[config.mk]
export PLATFORM = sky130hd
export DESIGN_NAME = crv_intercept
export DESIGN_NICKNAME = d
export VERILOG_FILES = /design/src/rtl/crv_pkg.sv /design/src/rtl/crv_rst_sync.sv /design/src/rtl/crv_host_cfg.sv /design/src/rtl/crv_owned_reg.sv /design/src/rtl/crv_cr3_filter.sv /design/src/rtl/crv_intercept.sv
export SDC_FILE = /design/constraint.sdc
export NUM_CORES = 1
export LEC_CHECK = 0
export BUFFER_PORTS_ARGS = -buffer_cell sky130_fd_sc_hd__buf_2
export CAP_MARGIN = 0
export CORE_MARGIN = 5
export CORE_UTILIZATION = 59
export DETAILED_ROUTE_END_ITERATION = 10
export MAX_ROUTING_LAYER = met4
export PLACE_DENSITY = 0.8
export SLEW_MARGIN = 25
export SYNTH_ARGS = -nofsm -noshare
export SYNTH_HDL_FRONTEND = slang
export SYNTH_SLANG_ARGS = --single-unit
[constraint.sdc]
create_clock -name clk -period 28.2 [get_ports clk]
set_input_delay 4.23 -clock clk [delete_from_list [all_inputs] [get_ports clk]]
set_output_delay 4.23 -clock clk [all_outputs]
set_load 0.01 [all_outputs]
[src/rtl/crv_pkg.sv]
package crv_pkg;

  typedef enum logic [1:0] {
    CRS_CR0  = 2'b00,
    CRS_CR4  = 2'b01,
    CRS_CR3  = 2'b10,
    CRS_NONE = 2'b11
  } cr_sel_e;

  localparam int CFG_AW = 4;

  localparam logic [CFG_AW-1:0] CFG_MASK0    = 4'd0;
  localparam logic [CFG_AW-1:0] CFG_SHAD0    = 4'd1;
  localparam logic [CFG_AW-1:0] CFG_MASK4    = 4'd2;
  localparam logic [CFG_AW-1:0] CFG_SHAD4    = 4'd3;
  localparam logic [CFG_AW-1:0] CFG_TCNT     = 4'd4;
  localparam int                CFG_TGT_BASE = 8;

endpackage

[src/rtl/crv_rst_sync.sv]
module crv_rst_sync (
  input  logic clk,
  input  logic arst_n,
  output logic rst_ns
);

  logic [1:0] sync_q;

  always_ff @(posedge clk or negedge arst_n) begin
    if (!arst_n) sync_q <= 2'b00;
    else         sync_q <= {sync_q[0], 1'b1};
  end

  assign rst_ns = sync_q[1];

endmodule

[src/rtl/crv_host_cfg.sv]
module crv_host_cfg
  import crv_pkg::*;
#(
  parameter int XLEN  = 64,
  parameter int NTGT  = 4,
  parameter int CNT_W = 3
) (
  input  logic                       clk,
  input  logic                       rst_n,
  input  logic                       cfg_we,
  input  logic [CFG_AW-1:0]          cfg_addr,
  input  logic [XLEN-1:0]            cfg_wdata,
  output logic [XLEN-1:0]            mask0_o,
  output logic [XLEN-1:0]            shad0_o,
  output logic [XLEN-1:0]            mask4_o,
  output logic [XLEN-1:0]            shad4_o,
  output logic [CNT_W-1:0]           tcnt_o,
  output logic [NTGT-1:0][XLEN-1:0]  tgt_o
);

  logic            en_mask0, en_shad0, en_mask4, en_shad4, en_tcnt;
  logic [NTGT-1:0] en_tgt;

  logic [XLEN-1:0]           mask0_q, shad0_q, mask4_q, shad4_q;
  logic [CNT_W-1:0]          tcnt_q;
  logic [NTGT-1:0][XLEN-1:0] tgt_q;

  // write-enable decode
  always_comb begin
    en_mask0 = cfg_we && (cfg_addr == CFG_MASK0);
    en_shad0 = cfg_we && (cfg_addr == CFG_SHAD0);
    en_mask4 = cfg_we && (cfg_addr == CFG_MASK4);
    en_shad4 = cfg_we && (cfg_addr == CFG_SHAD4);
    en_tcnt  = cfg_we && (cfg_addr == CFG_TCNT);
  end

  for (genvar i = 0; i < NTGT; i++) begin : g_tgt_en
    localparam logic [CFG_AW-1:0] TADDR = CFG_AW'(CFG_TGT_BASE + i);
    assign en_tgt[i] = cfg_we && (cfg_addr == TADDR);
  end

  // storage with explicit enables
  always_ff @(posedge clk or negedge rst_n) begin
    if (!rst_n) begin
      mask0_q <= '0;
      shad0_q <= '0;
      mask4_q <= '0;
      shad4_q <= '0;
      tcnt_q  <= '0;
    end else begin
      if (en_mask0) mask0_q <= cfg_wdata;
      if (en_shad0) shad0_q <= cfg_wdata;
      if (en_mask4) mask4_q <= cfg_wdata;
      if (en_shad4) shad4_q <= cfg_wdata;
      if (en_tcnt)  tcnt_q  <= cfg_wdata[CNT_W-1:0];
    end
  end

  for (genvar i = 0; i < NTGT; i++) begin : g_tgt_reg
    always_ff @(posedge clk or negedge rst_n) begin
      if (!rst_n)         tgt_q[i] <= '0;
      else if (en_tgt[i]) tgt_q[i] <= cfg_wdata;
    end
  end

  assign mask0_o = mask0_q;
  assign shad0_o = shad0_q;
  assign mask4_o = mask4_q;
  assign shad4_o = shad4_q;
  assign tcnt_o  = tcnt_q;
  assign tgt_o   = tgt_q;

endmodule

[src/rtl/crv_owned_reg.sv]
module crv_owned_reg #(
  parameter int              XLEN    = 64,
  parameter logic [XLEN-1:0] RST_VAL = '0
) (
  input  logic            clk,
  input  logic            rst_n,
  input  logic            wr_hit,
  input  logic [XLEN-1:0] wdata,
  input  logic [XLEN-1:0] mask,
  input  logic [XLEN-1:0] shadow,
  output logic [XLEN-1:0] live_o,
  output logic [XLEN-1:0] view_o,
  output logic            host_change_o
);

  logic [XLEN-1:0] live_q;
  logic [XLEN-1:0] live_d;
  logic            host_change;
  logic            load;

  // host-owned bits are judged against the shadow image
  always_comb begin
    host_change = |((wdata ^ shadow) & mask);
    load        = wr_hit && !host_change;
    live_d      = load ? wdata : live_q;
  end

  always_ff @(posedge clk or negedge rst_n) begin
    if (!rst_n)    live_q <= RST_VAL;
    else if (load) live_q <= live_d;
  end

  assign view_o        = (live_q & ~mask) | (shadow & mask);
  assign live_o        = live_q;
  assign host_change_o = host_change;

endmodule

[src/rtl/crv_cr3_filter.sv]
module crv_cr3_filter #(
  parameter int XLEN  = 64,
  parameter int NTGT  = 4,
  parameter int CNT_W = 3
) (
  input  logic [XLEN-1:0]           cand,
  input  logic [CNT_W-1:0]          tcnt,
  input  logic [NTGT-1:0][XLEN-1:0] tgt,
  output logic                      hit_o
);

  localparam int IW = CNT_W + 1;

  logic [NTGT-1:0] ent_en;
  logic [NTGT-1:0] ent_hit;

  for (genvar i = 0; i < NTGT; i++) begin : g_ent
    localparam logic [IW-1:0] IDX = IW'(i);
    assign ent_en[i]  = ({1'b0, tcnt} > IDX);
    assign ent_hit[i] = ent_en[i] && (tgt[i] == cand);
  end

  assign hit_o = |ent_hit;

endmodule

[src/rtl/crv_intercept.sv]
module crv_intercept
  import crv_pkg::*;
#(
  parameter int              XLEN    = 64,
  parameter int              NTGT    = 4,
  parameter int              CNT_W   = 3,
  parameter logic [XLEN-1:0] CR0_RST = 64'h11,
  parameter logic [XLEN-1:0] CR4_RST = '0,
  parameter logic [XLEN-1:0] CR3_RST = '0
) (
  input  logic              clk,
  input  logic              rst_n,
  input  logic              req_valid,
  input  logic              req_write,
  input  logic [1:0]        req_sel,
  input  logic [XLEN-1:0]   req_wdata,
  output logic [XLEN-1:0]   rd_data,
  input  logic              cfg_we,
  input  logic [CFG_AW-1:0] cfg_addr,
  input  logic [XLEN-1:0]   cfg_wdata,
  output logic [XLEN-1:0]   cr0_o,
  output logic [XLEN-1:0]   cr4_o,
  output logic [XLEN-1:0]   cr3_o,
  output logic              exit_valid,
  output logic [1:0]        exit_reason,
  output logic [XLEN-1:0]   exit_qual
);

  logic rst_ns;

  crv_rst_sync i_rst_sync (
    .clk    (clk),
    .arst_n (rst_n),
    .rst_ns (rst_ns)
  );

  // configuration storage
  logic [XLEN-1:0]           mask_cr0, shadow_cr0, mask_cr4, shadow_cr4;
  logic [CNT_W-1:0]          tgt_cnt;
  logic [NTGT-1:0][XLEN-1:0] tgt_list;

  crv_host_cfg #(.XLEN(XLEN), .NTGT(NTGT), .CNT_W(CNT_W)) i_cfg (
    .clk       (clk),
    .rst_n     (rst_ns),
    .cfg_we    (cfg_we),
    .cfg_addr  (cfg_addr),
    .cfg_wdata (cfg_wdata),
    .mask0_o   (mask_cr0),
    .shad0_o   (shadow_cr0),
    .mask4_o   (mask_cr4),
    .shad4_o   (shadow_cr4),
    .tcnt_o    (tgt_cnt),
    .tgt_o     (tgt_list)
  );

  // request decode
  cr_sel_e sel;
  logic    guest_wr, wr_cr0, wr_cr4, wr_cr3;

  always_comb begin
    sel      = cr_sel_e'(req_sel);
    guest_wr = req_valid && req_write;
    wr_cr0   = guest_wr && (sel == CRS_CR0);
    wr_cr4   = guest_wr && (sel == CRS_CR4);
    wr_cr3   = guest_wr && (sel == CRS_CR3);
  end

  // guarded registers
  logic [XLEN-1:0] live_cr0, view_cr0, live_cr4, view_cr4;
  logic            chg_cr0, chg_cr4;

  crv_owned_reg #(.XLEN(XLEN), .RST_VAL(CR0_RST)) i_cr0 (
    .clk           (clk),
    .rst_n         (rst_ns),
    .wr_hit        (wr_cr0),
    .wdata         (req_wdata),
    .mask          (mask_cr0),
    .shadow        (shadow_cr0),
    .live_o        (live_cr0),
    .view_o        (view_cr0),
    .host_change_o (chg_cr0)
  );

  crv_owned_reg #(.XLEN(XLEN), .RST_VAL(CR4_RST)) i_cr4 (
    .clk           (clk),
    .rst_n         (rst_ns),
    .wr_hit        (wr_cr4),
    .wdata         (req_wdata),
    .mask          (mask_cr4),
    .shadow        (shadow_cr4),
    .live_o        (live_cr4),
    .view_o        (view_cr4),
    .host_change_o (chg_cr4)
  );

  // page-table base with approved-value filter
  logic            cr3_hit, cr3_load;
  logic [XLEN-1:0] cr3_q, cr3_d;

  crv_cr3_filter #(.XLEN(XLEN), .NTGT(NTGT), .CNT_W(CNT_W)) i_cr3_filt (
    .cand  (req_wdata),
    .tcnt  (tgt_cnt),
    .tgt   (tgt_list),
    .hit_o (cr3_hit)
  );

  always_comb begin
    cr3_load = wr_cr3 && cr3_hit;
    cr3_d    = cr3_load ? req_wdata : cr3_q;
  end

  always_ff @(posedge clk or negedge rst_ns) begin
    if (!rst_ns)       cr3_q <= CR3_RST;
    else if (cr3_load) cr3_q <= cr3_d;
  end

  // exit generation
  logic            exit_d;
  logic            exit_q;
  logic [1:0]      reason_q;
  logic [XLEN-1:0] qual_q;

  always_comb begin
    exit_d = (wr_cr0 && chg_cr0) ||
             (wr_cr4 && chg_cr4) ||
             (wr_cr3 && !cr3_hit);
  end

  always_ff @(posedge clk or negedge rst_ns) begin
    if (!rst_ns) exit_q <= 1'b0;
    else         exit_q <= exit_d;
  end

  always_ff @(posedge clk or negedge rst_ns) begin
    if (!rst_ns) begin
      reason_q <= '0;
      qual_q   <= '0;
    end else if (exit_d) begin
      reason_q <= req_sel;
      qual_q   <= req_wdata;
    end
  end

  // guest read path
  always_comb begin
    unique case (sel)
      CRS_CR0: rd_data = view_cr0;
      CRS_CR4: rd_data = view_cr4;
      CRS_CR3: rd_data = cr3_q;
      default: rd_data = '0;
    endcase
  end

  assign cr0_o       = live_cr0;
  assign cr4_o       = live_cr4;
  assign cr3_o       = cr3_q;
  assign exit_valid  = exit_q;
  assign exit_reason = reason_q;
  assign exit_qual   = qual_q;

endmodule

==> flow_metrics.env, run 1 <==
export IMPL_setup_violations_final=0
export IMPL_timing_hold_worst_path_depth=0
export IMPL_result_of_the_run="complete, no violations"
export IMPL_rr_worst_depth=8
export IMPL_cts_htree_levels=3
export IMPL_critical_path_class="input pin to output port"
export IMPL_globalRouteOverflowTotal=0
export IMPL_fmax_mhz=94.3
export IMPL_critPathCaptureType="output port"
export IMPL_first_pass_grt_wire_length_mm=213
export IMPL_final_setup_skew_ps=19.2
export IMPL_drc=0
export IMPL_power_leakage_nw=20.6
export IMPL_synth_largest_area_cell="sky130_fd_sc_hd__dfrtp_1"
export IMPL_critPathRequiredTime_ps=23970
export IMPL_clock_slew_at_reported_path_ffs_ps=60
export IMPL_drt_antenna_violating_nets=0
export IMPL_io_buffers=461
export IMPL_finalCriticalPeriod_ps=10610
export IMPL_design_final_nets=3684
export IMPL_floorplan_initialDensity_pct=59.5
export IMPL_vias=29900
export IMPL_share_clk_of_total_power_pct=33.2
export IMPL_comb_power_share_pct=23.3
export IMPL_syn_area_per_cell_um2=12.0
export IMPL_tritoncts="yes"
export IMPL_startpoint_type="input pin"
export IMPL_dpl_instance_area_um2=41200
export IMPL_first_global_vias=29600
export IMPL_critical_path_max_stage_delay_ps=550
export IMPL_most_used_flip_flop_cell_after_synthesis="sky130_fd_sc_hd__dfrtp_1"
export IMPL_detail_route_iter0_violations=4291
export IMPL_post_cts_resize_count=0
export IMPL_reported_max_cap_violation_count=0
export IMPL_crit_path_cell_trace="buf_4 > buf_4 > buf_4 > nor2_1 > a21oi_1 > o21ai_0 > buf_2"
export IMPL_cts_inserted_buffers=83
export IMPL_netlist_area_um2=38400
export IMPL_antenna_found_initial=11
export IMPL_layout_area_overhead_vs_synth_pct=15.3
export IMPL_detail_route_wirelength_mm=148
export IMPL_post_synth_num_cell_types=53
export IMPL_post_synth_top_area_fraction_pct=50.5
export IMPL_leading_cell_types_in_the_layout_fill_and_taps_excluded="773 x sky130_fd_sc_hd__dfrtp_1, 683 x sky130_fd_sc_hd__mux2_2, 460 x sky130_fd_sc_hd__buf_2, 281 x sky130_fd_sc_hd__xor2_1, 141 x sky130_fd_sc_hd__o21ai_0"
export IMPL_clk_latency_ps=650
export IMPL_switching_power_w=0.00115
export IMPL_track_usage_pct=42.6
export IMPL_synth_seq_cells=776
export IMPL_max_slew_margin_pct=23.1
export IMPL_fraction_of_final_layout_cells_sized_beyond_drive_strength_1_pct=37.4
export IMPL_post_cts_hold_buffer_count=0
export IMPL_io_pins=462
export IMPL_critical_path_most_common_cell="sky130_fd_sc_hd__buf_4"
export IMPL_layout_cells_most_common="sky130_fd_sc_hd__dfrtp_1"
export IMPL_placed_wire_length_estimate_after_detailed_placement_mm=107
export IMPL_internal_power_w=0.00235
export IMPL_cp_max_fo=58
export IMPL_finalMaxSlewViolations=0
export IMPL_cts_num_sinks=776
export IMPL_setup_tns_ps=0
export IMPL_routed_wire_length_per_instance_um=33.1
export IMPL_finalInstanceArea_um2=44200
export IMPL_routed_via_density=6.69
export IMPL_cts_buffer_depth=3
export IMPL_rsz_0062_raised_after_global_routing="false"
export IMPL_synth_net_count=3324
export IMPL_drt_pre_antenna_iters=6
export IMPL_sequentialPowerShare_pct=43.5
export IMPL_final_period_utilization_pct=37.6
export IMPL_timing_reg2reg_setup_slack_ps=23950
export IMPL_ctsRootBufferMaster="sky130_fd_sc_hd__clkbuf_16"
export IMPL_fraction_of_power_spent_switching_nets_pct=32.9
export IMPL_grt_start_max_net_pins=196
export IMPL_ir_drop_worst_case_vdd_v=0.0000546
export IMPL_die_area_um2=70200
export IMPL_worst_path_max_delay_cell="sky130_fd_sc_hd__buf_4"
export IMPL_worst_slew_pin_slew_ps=1150
export IMPL_worstPathArrival_ps=6380
export IMPL_timing_final_hold_violations=0
export IMPL_synth_area_leaders="sky130_fd_sc_hd__dfrtp_1 50%, sky130_fd_sc_hd__mux2_2 20%, sky130_fd_sc_hd__xor2_1 6.4%, sky130_fd_sc_hd__mux2_1 2.2%, sky130_fd_sc_hd__nand4_1 2.2%"
export IMPL_core_area_um2=64500
export IMPL_worst_r2r_endpoint="exit_qual[30]"
export IMPL_post_cts_setup_buffer_count=0
export IMPL_min_delay_worst_endpoint="i_rst_sync.sync_q[1]"
export IMPL_min_from="i_rst_sync.sync_q[0]"
export IMPL_reg2reg_from="i_cfg.shad0_o[21]"
export IMPL_final_estimated_routing_congestion_in_global_placement=1.06
export IMPL_min_path_type="flop to flop"
export IMPL_die_h_um=265
export IMPL_rows=93
export IMPL_synth_warning_count=0
export IMPL_die_x_um=265
export IMPL_yosysSeqAreaShare_pct=50.6
export IMPL_ys_async_sr_fraction_pct=100
export IMPL_netlist_instances=3185
export IMPL_pwr_density_cell_nw_per_um2=79.3
export IMPL_synth_edf_count=0
[worst max path at each step]
stage	startpoint	endpoint	slack [ps]	cells past startpoint
3_3_place_gp	req_sel[0]	rd_data[17]	17790	7
2_1_floorplan	i_rst_sync.sync_q[1]	cr3_o[0]	4970	0
4_1_cts	req_sel[0]	rd_data[22]	17680	7
5_1_grt	req_sel[0]	rd_data[19]	17470	7
6_report	req_sel[0]	rd_data[29]	17590	7
3_5_place_dp	req_sel[0]	rd_data[22]	17690	7
[synth_stat cells (4+ instances only)]
cell / number
sky130_fd_sc_hd__a21oi_1: 65
sky130_fd_sc_hd__a22oi_1: 65
sky130_fd_sc_hd__and2_1: 57
sky130_fd_sc_hd__buf_1: 25
sky130_fd_sc_hd__buf_2: 20
sky130_fd_sc_hd__buf_6: 8
sky130_fd_sc_hd__clkbuf_1: 174
sky130_fd_sc_hd__dfrtp_1: 774
sky130_fd_sc_hd__inv_1: 11
sky130_fd_sc_hd__mux2_1: 76
sky130_fd_sc_hd__mux2_2: 683
sky130_fd_sc_hd__mux2i_1: 65
sky130_fd_sc_hd__nand2_1: 94
sky130_fd_sc_hd__nand2b_1: 29
sky130_fd_sc_hd__nand3_1: 74
sky130_fd_sc_hd__nand4_1: 135
sky130_fd_sc_hd__nor2_1: 91
sky130_fd_sc_hd__nor2b_1: 27
sky130_fd_sc_hd__nor3_1: 17
sky130_fd_sc_hd__nor4_1: 83
sky130_fd_sc_hd__o211ai_1: 66
sky130_fd_sc_hd__o21ai_0: 141
sky130_fd_sc_hd__o22ai_1: 4
sky130_fd_sc_hd__or4_1: 7
sky130_fd_sc_hd__xnor2_1: 73
sky130_fd_sc_hd__xor2_1: 281
[cells by family after synthesis]
group,share of synthesized area [%]
mux,24.0
flops,50.6
simple gates,9.15
xor+xnor,8.08
compound gates,5.59
buf+inv,2.55
other cells,0.00978
[state kept, by name, summed over array words and instances (netlist names)]
register and cells:
cr3_o 64, exit_qual 64, exit_reason 2, exit_valid 1, i_cfg.mask0_o 64, i_cfg.mask4_o 64
i_cfg.shad0_o 64, i_cfg.shad4_o 64, i_cfg.tcnt_o 3, i_cfg.tgt_o 256, i_cr0.live_o 64, i_cr4.live_o 64
i_rst_sync.sync_q 2
[per-stage QoR]
step                total power, W  utilization [%]  setup slack [ps]  instances  hold WS, ps
finish                     0.00351             68.6             17590       4476          351
global route               0.00361             68.6             17470       4474          357
CTS                        0.00349             68.4             17680       4463          353
detailed placement         0.00233             63.9             17690       4312          340
global placement           0.00231             63.9             17790       4311          336
floorplan                  0.00195                -              4970       3185          331
[metal layers]
layer	wire length, um	vias up	share of wire [%]	track usage [%]
li1	-	12200	-	-
met1	57400	15300	39	56.7
met2	66000	1970	44	62.6
met3	15100	425	10	8.98
met4	9930	0	6.7	21.4
met5	0	-	0	-
[cell type report]
class                           count  area (um2)
Fill cell                        4780       20200
Sequential cell                   776       19400
Multi-Input combinational cell   2171       18000
Timing Repair Buffer              502        2720
Clock buffer                      116        2410
Tap cell                          855        1070
Clock inverter                     35         494
Inverter                           11        41.3
Antenna cell                       10        25.0
[power groups by stage]
stage / Sequential, W / Combinational, W / Clock [W]
3_3_place_gp: 0.00153 / 0.000782 / 0
6_report: 0.00153 / 0.000817 / 0.00116
3_5_place_dp: 0.00154 / 0.000793 / 0
2_1_floorplan: 0.00150 / 0.000451 / 0
4_1_cts: 0.00152 / 0.000800 / 0.00117
5_1_grt: 0.00155 / 0.000855 / 0.00121
[worst max-delay path, delay by kind of cell]
| kind | cells | cell delay, ps |
|---|---|---|
| compound gates | 2 | 260 |
| buf+inv | 4 | 1710 |
| simple gates | 1 | 120 |
Power figures use the tool's default switching activity.
==> run 2: changes to the inputs <==
Settings changed: CORE_UTILIZATION 59 to 53, PLACE_DENSITY 0.8 to 0.76.
Clock period 28.2 ns to 9.59 ns, I/O delays scaled along.
==> run 2 against run 1 <==
Critical path depth down 1. Core utilization decreased by 6.5 points. Via count fell by 0.12%. Critical endpoint is now rd_data[3]. Clock-buffer cell count increased by 1. Highest routed layer unchanged. Worst setup slack got worse by 13000 ps. Critical path type unchanged. Clock skew rose by 13 ps.
==> flow_metrics.env, run 2 (synthesized netlist as in run 1, its figures left out) <==
export IMPL_final_estimated_routing_congestion_in_global_placement=1.12
export IMPL_setup_violations_final=0
export IMPL_dpl_instance_area_um2=41300
export IMPL_cts_htree_levels=3
export IMPL_cts_buffer_depth=3
export IMPL_post_cts_resize_count=0
export IMPL_detail_route_wirelength_mm=150
export IMPL_multi_input_comb_area_um2=18000
export IMPL_post_cts_hold_buffer_count=0
export IMPL_reported_max_cap_violation_count=0
export IMPL_io_pins=462
export IMPL_fraction_of_final_layout_cells_sized_beyond_drive_strength_1_pct=37.2
export IMPL_timing_final_hold_violations=0
export IMPL_rr_worst_depth=8
export IMPL_rsz_0062_raised_after_global_routing="false"
export IMPL_routed_wire_length_per_instance_um=32.9
export IMPL_layout_cells_most_common="sky130_fd_sc_hd__dfrtp_1"
export IMPL_die_area_um2=77900
export IMPL_antenna_found_initial=13
export IMPL_io_buffers=461
export IMPL_drt_antenna_violating_nets=0
export IMPL_fill_cells=5800
export IMPL_globalRouteOverflowTotal=0
export IMPL_drt_pre_antenna_iters=7
export IMPL_routed_via_density=6.53
export IMPL_die_h_um=279
export IMPL_finalCriticalPeriod_ps=4860
export IMPL_critPathRequiredTime_ps=8150
export IMPL_first_global_vias=29400
export IMPL_clock_slew_at_reported_path_ffs_ps=60
export IMPL_floorplan_initialDensity_pct=53.6
export IMPL_fmax_mhz=206
export IMPL_clk_latency_ps=660
export IMPL_first_pass_grt_wire_length_mm=215
export IMPL_die_x_um=279
export IMPL_power_leakage_nw=20.7
export IMPL_fin_cells=4576
export IMPL_ir_drop_worst_case_vdd_v=0.000157
export IMPL_worst_slew_pin_slew_ps=1160
export IMPL_area_sequential_um2=19400
export IMPL_finalInstanceArea_um2=44500
export IMPL_core_area_um2=71600
export IMPL_finalMaxSlewViolations=0
export IMPL_ctsRootBufferMaster="sky130_fd_sc_hd__clkbuf_16"
export IMPL_largest_register_ff_count=256
export IMPL_critical_path_class="input pin to output port"
export IMPL_final_setup_skew_ps=32.1
export IMPL_grt_start_max_net_pins=182
export IMPL_cp_max_fo=135
export IMPL_placed_wire_length_estimate_after_detailed_placement_mm=108
export IMPL_layout_area_overhead_vs_synth_pct=15.9
export IMPL_critPathCaptureType="output port"
export IMPL_track_usage_pct=38.8
export IMPL_cts_inserted_buffers=85
export IMPL_drc=0
export IMPL_pwr_density_cell_nw_per_um2=236
export IMPL_min_path_type="flop to async pin"
export IMPL_design_final_nets=3684
export IMPL_max_slew_margin_pct=22.5
export IMPL_placed_insts=4406
export IMPL_detail_route_iter0_violations=3602
export IMPL_result_of_the_run="complete, no violations"
export IMPL_vias=29900
export IMPL_post_cts_setup_buffer_count=0
export IMPL_startpoint_type="input pin"
export IMPL_rows=98
export IMPL_final_period_utilization_pct=50.7
export IMPL_worstPathArrival_ps=3420
export IMPL_cts_num_sinks=776
export IMPL_leading_cell_types_in_the_layout_fill_and_taps_excluded="773 x sky130_fd_sc_hd__dfrtp_1, 683 x sky130_fd_sc_hd__mux2_2, 460 x sky130_fd_sc_hd__buf_2, 281 x sky130_fd_sc_hd__xor2_1, 141 x sky130_fd_sc_hd__o21ai_0"
export IMPL_setup_tns_ps=0
export IMPL_tritoncts="yes"
==> run 2: cell types whose count changed in the layout (fill, tap and decap cells not counted) <==
cell	delta
sky130_fd_sc_hd__clkbuf_8	-13
sky130_fd_sc_hd__clkbuf_1	+11
sky130_fd_sc_hd__bufinv_16	+7
sky130_fd_sc_hd__buf_4	-3
sky130_fd_sc_hd__clkbuf_16	+3
sky130_fd_sc_hd__clkinv_2	+2
sky130_fd_sc_hd__clkinvlp_4	-2
sky130_fd_sc_hd__buf_6	+1
sky130_fd_sc_hd__clkinv_8	-1
==> run 2: through the flow <==
stage               total power [W]  util (%)  hold slack (ps)  setup WS [ps]
floorplan                   0.00574         -              331           2110
global placement            0.00679      57.7              227           4520
detailed placement          0.00685      57.7              224           4460
CTS                          0.0104      62.0              219           4770
global route                 0.0108      62.1              234           4660
finish                       0.0105      62.1              212           4730
==> run 2: worst max-delay path, cell delays in order <==
cell                      delay [ps]
sky130_fd_sc_hd__buf_4            90
sky130_fd_sc_hd__buf_12          500
sky130_fd_sc_hd__nor2_1          110
sky130_fd_sc_hd__a21oi_1         740
sky130_fd_sc_hd__o21ai_0         170
sky130_fd_sc_hd__buf_2           180
==> run 2: routing by layer <==
| metal | wire [um] | track usage [%] | up-vias |
|---|---|---|---|
| met5 | 0 | - | - |
| met4 | 8380 | 17.6 | 0 |
| met3 | 15300 | 8.69 | 359 |
| met2 | 67500 | 57.5 | 1835 |
| met1 | 59300 | 51.7 | 15500 |
| li1 | - | - | 12200 |
==> run 2: report_power, final <==
part	switching, W	leakage [nW]	internal (W)	total, W
Sequential	0.000602	9.81	0.00389	0.00450
Clock	0.00142	1.49	0.00216	0.00358
Combinational	0.00139	9.39	0.00101	0.00240
Total	0.00341	20.7	0.00706	0.0105
==> run 2: worst paths after layout <==
check / to / slack (ps) / from
worst max-delay path: rd_data[3] / 4730 / req_sel[0]
worst min-delay path: cr3_o[19] / 210 / i_rst_sync.sync_q[1]
worst max register to register: exit_qual[63] / 5610 / i_cfg.shad0_o[32]
worst min register to register: cr3_o[19] / 210 / i_rst_sync.sync_q[1]
max in group asynchronous: i_cfg.tgt_o[170] / 7150 / i_rst_sync.sync_q[1]
min in group clk: i_rst_sync.sync_q[1] / 350 / i_rst_sync.sync_q[0]
==> run 2: final cells by class <==
cell class                 instances  area share [%]
antenna                           10          0.0563
clock inverter                    41            1.54
clock buffer                     117            5.28
multi-input combinational       2171            40.6
inverter                          11          0.0929
timing repair buffer             500            6.08
sequential                       776            43.7
tap                              950            2.67
